## src/rtl/arc_pkg.sv

```systemverilog
package arc_pkg;

  typedef enum logic [1:0] {
    STEP_HOLD = 2'd0,
    STEP_UP   = 2'd1,
    STEP_DOWN = 2'd2
  } step_e;

endpackage

```

## src/rtl/arc_window.sv

```systemverilog
module arc_window #(
  parameter int MAG_W      = 16,
  parameter int NUM_RANGES = 8,
  localparam int IDX_W     = $clog2(NUM_RANGES)
) (
  input  logic [IDX_W-1:0]            cur_idx,
  input  logic [MAG_W-1:0]            mag,
  input  logic                        clip,
  input  logic [NUM_RANGES*MAG_W-1:0] thr_hi,
  input  logic [NUM_RANGES*MAG_W-1:0] thr_lo,
  output logic                        is_above,
  output logic                        is_below,
  output logic                        in_win
);

  logic [MAG_W-1:0] hi_tab [NUM_RANGES];
  logic [MAG_W-1:0] lo_tab [NUM_RANGES];
  logic [MAG_W-1:0] hi_sel;
  logic [MAG_W-1:0] lo_sel;

  for (genvar r = 0; r < NUM_RANGES; r++) begin : g_unpack
    assign hi_tab[r] = thr_hi[r*MAG_W +: MAG_W];
    assign lo_tab[r] = thr_lo[r*MAG_W +: MAG_W];
  end

  always_comb begin
    hi_sel   = hi_tab[cur_idx];
    lo_sel   = lo_tab[cur_idx];
    is_above = (mag > hi_sel);
    is_below = (mag < lo_sel) && !clip;
    in_win   = !clip && !is_above && (mag >= lo_sel);
  end

endmodule

```

## src/rtl/arc_guard.sv

```systemverilog
module arc_guard #(
  parameter int CNT_W = 8
) (
  input  logic             clk,
  input  logic             rst_n,
  input  logic             smp_valid,
  input  logic             restart,
  input  logic [CNT_W-1:0] blank_len,
  input  logic [CNT_W-1:0] dwell_len,
  output logic             usable,
  output logic             dwell_done
);

  localparam logic [CNT_W-1:0] CNT_MAX = {CNT_W{1'b1}};

  logic [CNT_W-1:0] blank_q, blank_d;
  logic [CNT_W-1:0] dwell_q, dwell_d;
  logic             cnt_en;

  assign usable     = smp_valid && (blank_q == '0);
  assign dwell_done = (dwell_q >= dwell_len);
  assign cnt_en     = smp_valid || restart;

  always_comb begin
    blank_d = blank_q;
    dwell_d = dwell_q;
    if (restart) begin
      blank_d = blank_len;
      dwell_d = '0;
    end else if (smp_valid) begin
      if (blank_q != '0) blank_d = blank_q - 1'b1;
      if (dwell_q != CNT_MAX) dwell_d = dwell_q + 1'b1;
    end
  end

  always_ff @(posedge clk or negedge rst_n) begin
    if (!rst_n) begin
      blank_q <= '0;
      dwell_q <= '0;
    end else if (cnt_en) begin
      blank_q <= blank_d;
      dwell_q <= dwell_d;
    end
  end

  AST_BLANK_NO_USE: assert property (@(posedge clk) disable iff (!rst_n)
    (smp_valid && (blank_q != '0)) |-> !usable);

  AST_DWELL_RESTART: assert property (@(posedge clk) disable iff (!rst_n)
    restart |=> (dwell_q == '0));

endmodule

```

## src/rtl/arc_step.sv

```systemverilog
module arc_step
  import arc_pkg::*;
#(
  parameter int NUM_RANGES = 8,
  parameter int CNT_W      = 8,
  localparam int IDX_W     = $clog2(NUM_RANGES),
  localparam logic [IDX_W-1:0] MAX_IDX = IDX_W'(NUM_RANGES - 1)
) (
  input  logic             clk,
  input  logic             rst_n,
  input  logic             usable,
  input  logic             clip,
  input  logic             is_above,
  input  logic             is_below,
  input  logic             in_win,
  input  logic             dwell_done,
  input  logic [CNT_W-1:0] run_len,
  output step_e            step,
  output logic [IDX_W-1:0] gain_idx,
  output logic             gain_chg,
  output logic             range_stable
);

  localparam logic [CNT_W-1:0] CNT_MAX = {CNT_W{1'b1}};

  logic [IDX_W-1:0] idx_q, idx_d;
  logic [CNT_W-1:0] quiet_q, quiet_d;
  logic             chg_q, chg_d;
  logic             stab_q, stab_d;
  logic [CNT_W-1:0] run_eff;
  logic             run_hit;
  logic             at_bot, at_top;

  assign at_bot  = (idx_q == '0);
  assign at_top  = (idx_q == MAX_IDX);
  assign run_eff = (run_len == '0) ? CNT_W'(1) : run_len;
  assign run_hit = ({1'b0, quiet_q} + 1'b1) >= {1'b0, run_eff};

  always_comb begin
    step = STEP_HOLD;
    if (usable) begin
      if (clip && !at_bot)
        step = STEP_DOWN;
      else if (is_above && dwell_done && !at_bot)
        step = STEP_DOWN;
      else if (is_below && run_hit && dwell_done && !at_top)
        step = STEP_UP;
    end
  end

  always_comb begin
    idx_d   = idx_q;
    quiet_d = quiet_q;
    stab_d  = stab_q;
    chg_d   = (step != STEP_HOLD);
    unique case (step)
      STEP_UP: begin
        idx_d   = idx_q + 1'b1;
        quiet_d = '0;
        stab_d  = 1'b0;
      end
      STEP_DOWN: begin
        idx_d   = idx_q - 1'b1;
        quiet_d = '0;
        stab_d  = 1'b0;
      end
      default: begin
        if (usable) begin
          if (is_below) begin
            if (quiet_q != CNT_MAX) quiet_d = quiet_q + 1'b1;
          end else begin
            quiet_d = '0;
          end
          if (in_win) stab_d = 1'b1;
        end
      end
    endcase
  end

  always_ff @(posedge clk or negedge rst_n) begin
    if (!rst_n) begin
      idx_q   <= '0;
      quiet_q <= '0;
      chg_q   <= 1'b0;
      stab_q  <= 1'b0;
    end else begin
      idx_q   <= idx_d;
      quiet_q <= quiet_d;
      chg_q   <= chg_d;
      stab_q  <= stab_d;
    end
  end

  assign gain_idx     = idx_q;
  assign gain_chg     = chg_q;
  assign range_stable = stab_q;

  AST_CLIP_DOWN: assert property (@(posedge clk) disable iff (!rst_n)
    (usable && clip && (idx_q != '0)) |=> (idx_q == $past(idx_q) - 1'b1));

  AST_TOP_HOLD: assert property (@(posedge clk) disable iff (!rst_n)
    (at_top && !(usable && (clip || is_above))) |=> (idx_q == MAX_IDX));

endmodule

```

## src/rtl/arc_top.sv

```systemverilog
module arc_top
  import arc_pkg::*;
#(
  parameter int MAG_W      = 16,
  parameter int NUM_RANGES = 8,
  parameter int CNT_W      = 8,
  localparam int IDX_W     = $clog2(NUM_RANGES),
  localparam logic [IDX_W-1:0] MAX_IDX = IDX_W'(NUM_RANGES - 1)
) (
  input  logic                        clk,
  input  logic                        rst_n,
  input  logic                        smp_valid,
  input  logic [MAG_W-1:0]            smp_mag,
  input  logic                        smp_clip,
  input  logic [NUM_RANGES*MAG_W-1:0] thr_hi,
  input  logic [NUM_RANGES*MAG_W-1:0] thr_lo,
  input  logic [CNT_W-1:0]            dwell_len,
  input  logic [CNT_W-1:0]            blank_len,
  input  logic [CNT_W-1:0]            run_len,
  output logic [IDX_W-1:0]            gain_idx,
  output logic                        gain_chg,
  output logic                        range_stable,
  output logic                        smp_ok
);

  logic  rst_s1, rst_s2;
  logic  is_above, is_below, in_win;
  logic  usable, dwell_done;
  step_e step;

  // asynchronous assertion, synchronous release
  always_ff @(posedge clk or negedge rst_n) begin
    if (!rst_n) begin
      rst_s1 <= 1'b0;
      rst_s2 <= 1'b0;
    end else begin
      rst_s1 <= 1'b1;
      rst_s2 <= rst_s1;
    end
  end

  arc_window #(
    .MAG_W      (MAG_W),
    .NUM_RANGES (NUM_RANGES)
  ) u_window (
    .cur_idx  (gain_idx),
    .mag      (smp_mag),
    .clip     (smp_clip),
    .thr_hi   (thr_hi),
    .thr_lo   (thr_lo),
    .is_above (is_above),
    .is_below (is_below),
    .in_win   (in_win)
  );

  arc_guard #(
    .CNT_W (CNT_W)
  ) u_guard (
    .clk        (clk),
    .rst_n      (rst_s2),
    .smp_valid  (smp_valid),
    .restart    (step != STEP_HOLD),
    .blank_len  (blank_len),
    .dwell_len  (dwell_len),
    .usable     (usable),
    .dwell_done (dwell_done)
  );

  arc_step #(
    .NUM_RANGES (NUM_RANGES),
    .CNT_W      (CNT_W)
  ) u_step (
    .clk          (clk),
    .rst_n        (rst_s2),
    .usable       (usable),
    .clip         (smp_clip),
    .is_above     (is_above),
    .is_below     (is_below),
    .in_win       (in_win),
    .dwell_done   (dwell_done),
    .run_len      (run_len),
    .step         (step),
    .gain_idx     (gain_idx),
    .gain_chg     (gain_chg),
    .range_stable (range_stable)
  );

  assign smp_ok = usable;

  AST_STEP_ONE: assert property (@(posedge clk) disable iff (!rst_s2)
    (gain_idx != $past(gain_idx)) |->
      ((gain_idx == $past(gain_idx) + 1'b1) || (gain_idx + 1'b1 == $past(gain_idx))));

  AST_CHG_MATCH: assert property (@(posedge clk) disable iff (!rst_s2)
    gain_chg == (gain_idx != $past(gain_idx)));

  AST_NO_CHG_UNUSABLE: assert property (@(posedge clk) disable iff (!rst_s2)
    !smp_ok |=> !gain_chg);

  AST_STABLE_CLR: assert property (@(posedge clk) disable iff (!rst_s2)
    gain_chg |-> !range_stable);

  AST_NO_WRAP: assert property (@(posedge clk) disable iff (!rst_s2)
    (gain_idx == MAX_IDX) |-> ($past(gain_idx) != '0));

endmodule

```

## config.mk

```make
export PLATFORM = sky130hd
export DESIGN_NAME = arc_top
export DESIGN_NICKNAME = d
export VERILOG_FILES = /design/src/rtl/arc_pkg.sv /design/src/rtl/arc_window.sv /design/src/rtl/arc_guard.sv /design/src/rtl/arc_step.sv /design/src/rtl/arc_top.sv
export SDC_FILE = /design/constraint.sdc
export NUM_CORES = 1
export LEC_CHECK = 0
export ABC_AREA = 1
export BUFFER_PORTS_ARGS = -buffer_cell sky130_fd_sc_hd__buf_2
export CAP_MARGIN = 20
export CELL_PAD_IN_SITES_DETAIL_PLACEMENT = 1
export CELL_PAD_IN_SITES_GLOBAL_PLACEMENT = 1
export CORE_ASPECT_RATIO = 1.2
export CORE_MARGIN = 1
export CORE_UTILIZATION = 26
export CTS_CLUSTER_DIAMETER = 80
export CTS_CLUSTER_SIZE = 16
export DETAILED_ROUTE_END_ITERATION = 16
export PLACE_DENSITY = 0.86
export SLEW_MARGIN = 20
export SYNTH_ARGS = -nofsm -noshare
export SYNTH_HDL_FRONTEND = slang
export SYNTH_SLANG_ARGS = --single-unit
```

## constraint.sdc

```tcl
create_clock -name clk -period 1.3 [get_ports clk]
set_input_delay 0.325 -clock clk [delete_from_list [all_inputs] [get_ports clk]]
set_output_delay 0.325 -clock clk [all_outputs]
set_load 0.01 [all_outputs]
```

# Word-level counts from Yosys, hierarchy flattened
# Cells that the tools add are included.
classes:
  add_sub_neg: 6
  magnitude_cmp: 6
  n_eq_ne: 6
  mux: 25
  n_bitwise: 1
  reduce_logical: 31
op_table:
  columns: ["cell", "n"]
  rows:
  - ["$bmux 16 s3", 2]
  - ["$mux 8", 11]
  - ["$mux 16", 4]
  - ["$add 8x1->8 const B", 2]
  - ["$ge 16x16->1", 1]
  - ["$gt 16x16->1", 1]
  - ["$logic_not 8->1", 2]
  - ["$lt 16x16->1", 1]
  - ["$ne 8x8->1 const B", 2]
  - ["$reduce_bool 2->1", 7]
  - ["$logic_and 1x1->1", 10]
  - ["$add 8x1->9 const B", 1]
  - ["$ge 9x8->1", 1]
  - ["$ge 8x8->1", 1]
  - ["$reduce_bool 8->1", 1]
  - ["$sub 8x1->8 const B", 1]
  - ["$mux 2", 3]
  - ["$pmux 3 s2", 1]
  - ["$reduce_and 3->1", 2]
  - ["$ge 4x4->1 const B", 1]
  - ["$logic_not 1->1", 4]
  - ["$mux 1", 4]
  - ["$not 3->4", 1]
  - ["$reduce_and 2->1", 2]
  - ["9 further kinds", 9]
word_totals:
  register_bits: 31
  input_bits: 300
  output_inout_bits: 6
  elab_cells: 83

# Depth between registers and ports, before layout
logic_depth:
  word_depth: 17
  ltp_mapped: 31
  ltp_nobuf: 28

# By module
# A second synthesis with hierarchy kept.
hier_totals:
  hier_cells: 819
  hier_area_um2: 5203.7
by_module_without_submodules:
  columns: ["module", "n_inst", "cells_per_inst", "area_each_um2", "seq_area_each_um2"]
  rows:
  - ["arc_window", 1, 490, 2864.0, 0.0]
  - ["arc_guard", 1, 193, 1255.0, 400.4]
  - ["arc_step", 1, 130, 1019.7, 325.3]
  - ["arc_top", 1, 6, 65.1, 50.0]

# Worst setup path after synthesis
# OpenSTA, ideal clock, no wires.
synth_path:
  kind: "reg-to-reg"
  startpoint: "reg u_step.idx_q[0] (netlist: u_step.gain_idx[0])"
  endpoint: "reg u_guard.dwell_q[4]"
  setup_time_ns: 0.120
  arrival_time_ns: 3.262
  t_required_ns: 1.180
  setup_slack_ns: -2.082
  stages_incl_launch_ff: 28
  path_buffers: 4
  period_less_slack_ns: 3.382
  path_cell_list: "dfrtp_1 > buf_4 > inv_2 > buf_6 > buf_2 > nor2_1 > o221ai_1 > o21ai_1 > ha_1 > a21o_1 > nor2_1 > nand2_1 > nand2_1 > nand3_1 > inv_1 > nand2_1 > nor2_1 > nand2_1 > ha_1 > buf_2 > inv_2 > nor2_1 > clkinv_1 > nand2_2 > nor2_1 > nand2_1 > nand2_1 > a21oi_1"
synth_between:
  elab_chain_cells: 16
  word_cells_on_any_way: 30
  cone_classes: "order compare: 2; eq/ne: 1; mux: 11; bitwise: 1; reduce/logical: 15"
synth_lines:
  columns: ["element", "line", "rtl"]
  rows:
  - ["start: declaration", "arc_step.sv:26", "logic [IDX_W-1:0] idx_q, idx_d;"]
  - ["start signal: assignment", "arc_step.sv:87", "idx_q <= idx_d;"]
  - ["$not 3->4 (implied by the code)", "arc_window.sv:27, arc_window.sv:28", null]
  - ["$bmux 16 s3", "arc_window.sv:28", "lo_sel = lo_tab[cur_idx];"]
  - ["$mux 16 (implied by the code) (2 in a row)", "arc_window.sv:28", null]
  - ["$lt 16x16->1", "arc_window.sv:30", "is_below = (mag < lo_sel) && !clip;"]
  - ["$logic_and 1x1->1", "arc_window.sv:30", null]
  - ["$logic_and 1x1->1 (3 in a row)", "arc_step.sv:46", "else if (is_below && run_hit && dwell_done && !at_top)"]
  - ["$mux 1", "arc_step.sv:46", null]
  - ["$mux 2", "arc_step.sv:44", "else if (is_above && dwell_done && !at_bot)"]
  - ["$mux 2 *", "arc_step.sv:42", "if (clip && !at_bot)"]
  - ["$mux 2 *", "arc_step.sv:41", "if (usable) begin"]
  - ["$reduce_bool 2->1 *", "arc_top.sv:62", ".restart (step != STEP_HOLD),"]
  - ["net u_guard.restart", "arc_guard.sv:7", "input logic restart,"]
  - ["$reduce_bool 2->1 (no line) / $logic_or 1x1->1 (equally long branches)", null, null]
  - ["$reduce_and 3->1 (no line)", null, null]
  - ["end signal: assignment", "arc_guard.sv:42", "dwell_q <= dwell_d;"]
  - ["end: declaration", "arc_guard.sv:17", "logic [CNT_W-1:0] dwell_q, dwell_d;"]
# Mark *: on every way through the listed nets, which the timed path passes. The rest lies on a longest branch. The select of a mux whose other input is x is not followed.
# A chain may end at the register's enable or synchronous reset.

# Worst setup path in the final report
layout_path:
  startpoint: "reg u_step.idx_q[0] (netlist: u_step.gain_idx[0])"
  endpoint: "reg u_step.idx_q[2] (netlist: u_step.gain_idx[2])"
layout_between:
  elab_chain_cells: 15
  word_cells_on_any_way: 30
  cone_classes: "add/sub: 2; order compare: 2; eq/ne: 3; mux: 11; bitwise: 1; reduce/logical: 11"
layout_lines:
  columns: ["element", "line", "rtl"]
  rows:
  - ["$not 3->4 (implied by the code)", "arc_window.sv:27, arc_window.sv:28", null]
  - ["$bmux 16 s3", "arc_window.sv:28", null]
  - ["$mux 16 (implied by the code) (2 in a row)", "arc_window.sv:28", null]
  - ["$lt 16x16->1", "arc_window.sv:30", null]
  - ["$logic_and 1x1->1", "arc_window.sv:30", null]
  - ["$logic_and 1x1->1 (3 in a row)", "arc_step.sv:46", null]
  - ["$mux 1", "arc_step.sv:46", null]
  - ["$mux 2", "arc_step.sv:44", null]
  - ["$mux 2", "arc_step.sv:42", null]
  - ["$mux 2", "arc_step.sv:41", null]
  - ["$eq 2x2->1 / $eq 2x1->1 (equally long branches)", "arc_step.sv:56", "unique case (step)"]
  - ["$pmux 3 s2 / $reduce_bool 2->1 (equally long branches)", null, null]
# Parallel ways exist; a longest one is shown, timed or not. The select of a mux whose other input is x is not followed.

==> impl_metrics.tcl <==
set metrics [dict create \
    cp-end-kind "register" \
    finalSetupViolations 33 \
    final.min_clock_period_ps 4040 \
    yosysTopAreaCellShare 0.157 \
    grt_pass1_wl_microns 40200 \
    die_h_microns 153 \
    synth-main-ff-cell "dfrtp_1" \
    track_usage 0.261 \
    vias 8159 \
    switchingPower_mw 4.81 \
    synthCells 817 \
    power.leakage_nw 4.58 \
    setup_slack_ps -2740 \
    grt_max_degree 35 \
    p_sw_frac 0.460 \
    p_int_mw 5.64 \
    final.setup_skew_ps 6.61 \
    cts.htree.levels 2 \
    syn-cell-area_sq_um 4940 \
    clk_pin_slew_ps 60 \
    grt-ovfl-total 0 \
    grt_antenna_before_repair 7 \
    critPathArrivalTime_ps 4190 \
    ir_drop_uv 718 \
    core_area_sq_um 18400 \
    power_mw 10.5 \
    cp-start-kind "register" \
    yosysTopAreaCell "dfrtp_1" \
    wl_microns 32300 \
    via_per_inst 5.45 \
    max-slew-margin-rel 0.509 \
    drt-initial-drc-count 387 \
    rr_endpoint "u_step.gain_idx[2]$_DFFE_PN0N_" \
    crit_fanout 14 \
    syn2layout_area_growth_pct 85.3 \
    r2r_cells 21 \
    dieArea_sq_um 19600 \
    ant_nets 0 \
    r2r_slack_ps -2740 \
    cts-root-buf "clkbuf_16" \
    hold_path_class "register to async pin" \
    synth_edf_count 0 \
    rows 54 \
    cts_tree "yes" \
    tns_ps -74980 \
    globalplace.congestion 0.899 \
    cts_made_buffers 5 \
    timing.rr.start "u_step.gain_idx[0]$_DFFE_PN0N_" \
    dp_cells 1444 \
    hold_viol_final 0 \
    clockPowerShare 0.119 \
    pwr-share-comb 0.743 \
    drc 0 \
    layout.nets 1591 \
    drive_gt1_frac 0.507 \
    seqCellArea_sq_um 781 \
    syn-num-nets 1171 \
    final_cells 1497 \
    path_class "register to register" \
    status "finished, violations left" \
    required_ps 1450 \
    clock_path_buffers 2 \
    synth_seq_cells 31 \
    drtPass1Iterations 5 \
    synth_common_cells "nor2_1, nand2_1, o21ai_0, o21ai_1, inv_1" \
    finalCritPeriodShare 3.11 \
    drv_slew 0 \
    pwr-share-seq 0.138 \
    die_w_microns 128 \
    powerDensity_nw_per_um2 1140 \
    violations "setup timing" \
    place_hpwl_microns 21800 \
    synth_most_common_cell "nor2_1" \
    nFillCells 2401 \
    port-buffer-count 305 \
    multiInputGateArea_sq_um 4350 \
    avgSynthCellArea_sq_um 6.04 \
    wire_per_inst_microns 21.6 \
    maxCapViolations 0 \
    tightest_slew_ps 737 \
    rsz0062_at_grt "yes" \
    synthDistinctLibCells 38 \
    synthArstFlopShare 1.00 \
    initial_core_util 0.269 \
    grt_pass1_vias 8057 \
    synth_seq_area_share 0.157 \
    ios 306 \
    ys_warn_count 0 \
    fmax_ghz 0.248 \
    synth.area.top_cells "dfrtp_1, ha_1, nor2_1, o21ai_0, nand2_1" \
    cts_sinks 31 \
    clock_latency_ps 270 \
]
==> cell families (layout without fill, tap and decap cells) <==
family	Yosys count	in the layout	synth area share
buffers and inverters	117	537	0.0986
and+or+nand+nor	330	331	0.273
adders and majority gates	54	54	0.138
DFF	31	31	0.157
xor gates and xnor gates	10	10	0.0177
AOI/OAI and AO/OA	274	274	0.315
other	1	8	0.000759
==> worst max-delay path, stage by stage (launching register included) <==
cell and delay [ps]:
dfrtp_4 590, clkinv_8 170, buf_12 120, buf_16 130
o21ai_1 80, o22ai_1 570, o21ai_1 190, ha_1 340
nand2_1 90, nor3_2 190, nand2_1 90, nand2_2 100
nand3_2 80, nand2_4 100, nand3_4 90, inv_2 90
ha_4 130, inv_2 40, fa_2 350, a21oi_2 150
o21ai_2 90, xor2_1 150
==> worst max path at each step <==
stage / startpoint / slack [ps] / end / depth (start not counted)
finish: u_step.gain_idx[0]$_DFFE_PN0N_ / -2740 / u_step.gain_idx[2]$_DFFE_PN0N_ / 21
global route: u_step.gain_idx[0]$_DFFE_PN0N_ / -2900 / u_step.gain_idx[2]$_DFFE_PN0N_ / 21
global placement: u_step.gain_idx[0]$_DFFE_PN0N_ / -2130 / u_step.quiet_q[4]$_DFFE_PN0P_ / 25
CTS: u_step.gain_idx[0]$_DFFE_PN0N_ / -2200 / u_step.gain_idx[2]$_DFFE_PN0N_ / 24
floorplan: u_step.gain_idx[0]$_DFFE_PN0N_ / -1870 / u_step.gain_idx[2]$_DFFE_PN0N_ / 22
detailed placement: u_step.gain_idx[0]$_DFFE_PN0N_ / -2350 / u_step.gain_idx[2]$_DFFE_PN0N_ / 20
==> layer usage <==
| layer | vias up | global-route usage | routed length, microns |
|---|---|---|---|
| met2 | 436 | 0.501 | 16300 |
| met5 | - | 0 | 15 |
| li1 | 3694 | - | - |
| met4 | 2 | 0.123 | 2380 |
| met1 | 3854 | 0.264 | 11100 |
| met3 | 173 | 0.0550 | 2520 |
==> state kept, by name (all words and copies together) (netlist names) <==
signal and count:
rst_s1 1, rst_s2 1, u_guard.blank_q 8, u_guard.dwell_q 8, u_step.gain_chg 1, u_step.gain_idx 3, u_step.quiet_q 8, u_step.range_stable 1
==> power by group through the flow <==
stage | clock, mW | combinational, mW | sequential, mW
floorplan | 0 | 3.11 | 1.43
global placement | 0 | 5.37 | 1.39
detailed placement | 0 | 5.65 | 1.41
CTS | 1.28 | 5.97 | 1.41
global route | 1.31 | 8.34 | 1.47
finish | 1.25 | 7.77 | 1.44
==> repair_timing <==
| item | CTS | global route |
|---|---|---|
| resized for setup | 35 | 189 |
| setup endpoints to repair | 33 | 33 |
| gates cloned | 2 | 12 |
| hold buffers | 1 | 0 |
| pin swaps | 6 | 48 |
| endpoints found under the hold margin | 2 | 0 |
| buffers inserted | 2 | 24 |
==> final cells by class <==
class | count | area share
Timing Repair Buffer | 461 | 0.352
Antenna cell | 7 | 0.00191
Clock inverter | 1 | 0.000820
Sequential cell | 31 | 0.0853
Clock buffer | 7 | 0.0167
Inverter | 67 | 0.0321
Multi-Input combinational cell | 670 | 0.475
Tap cell | 252 | 0.0345
Timing Repair inverter | 1 | 0.000957
==> placed cells by master (no fill, tap or decap), types with 17 or more instances in the layout <==
master / n
buf_6: 22
buf_12: 17
buf_2: 301
inv_1: 48
o21ai_1: 84
o21ai_0: 53
o21ai_2: 29
nor2_1: 142
o22ai_1: 22
dfrtp_1: 29
nand3_1: 22
buf_4: 106
ha_1: 48
nand2_1: 92
o221ai_1: 23
nor2_2: 20
==> metrics by stage <==
step,instance area [sq um],util,hold slack [ps],setup WS [ps]
3_3_place_gp,7720,0.420,114,-2130
6_report,9150,0.498,199,-2740
2_1_floorplan,5140,-,29.4,-1870
5_1_grt,9140,0.497,244,-2900
4_1_cts,8110,0.441,212,-2200
3_5_place_dp,7720,0.420,113,-2350
No activity file was read; power rests on OpenSTA's default activity.
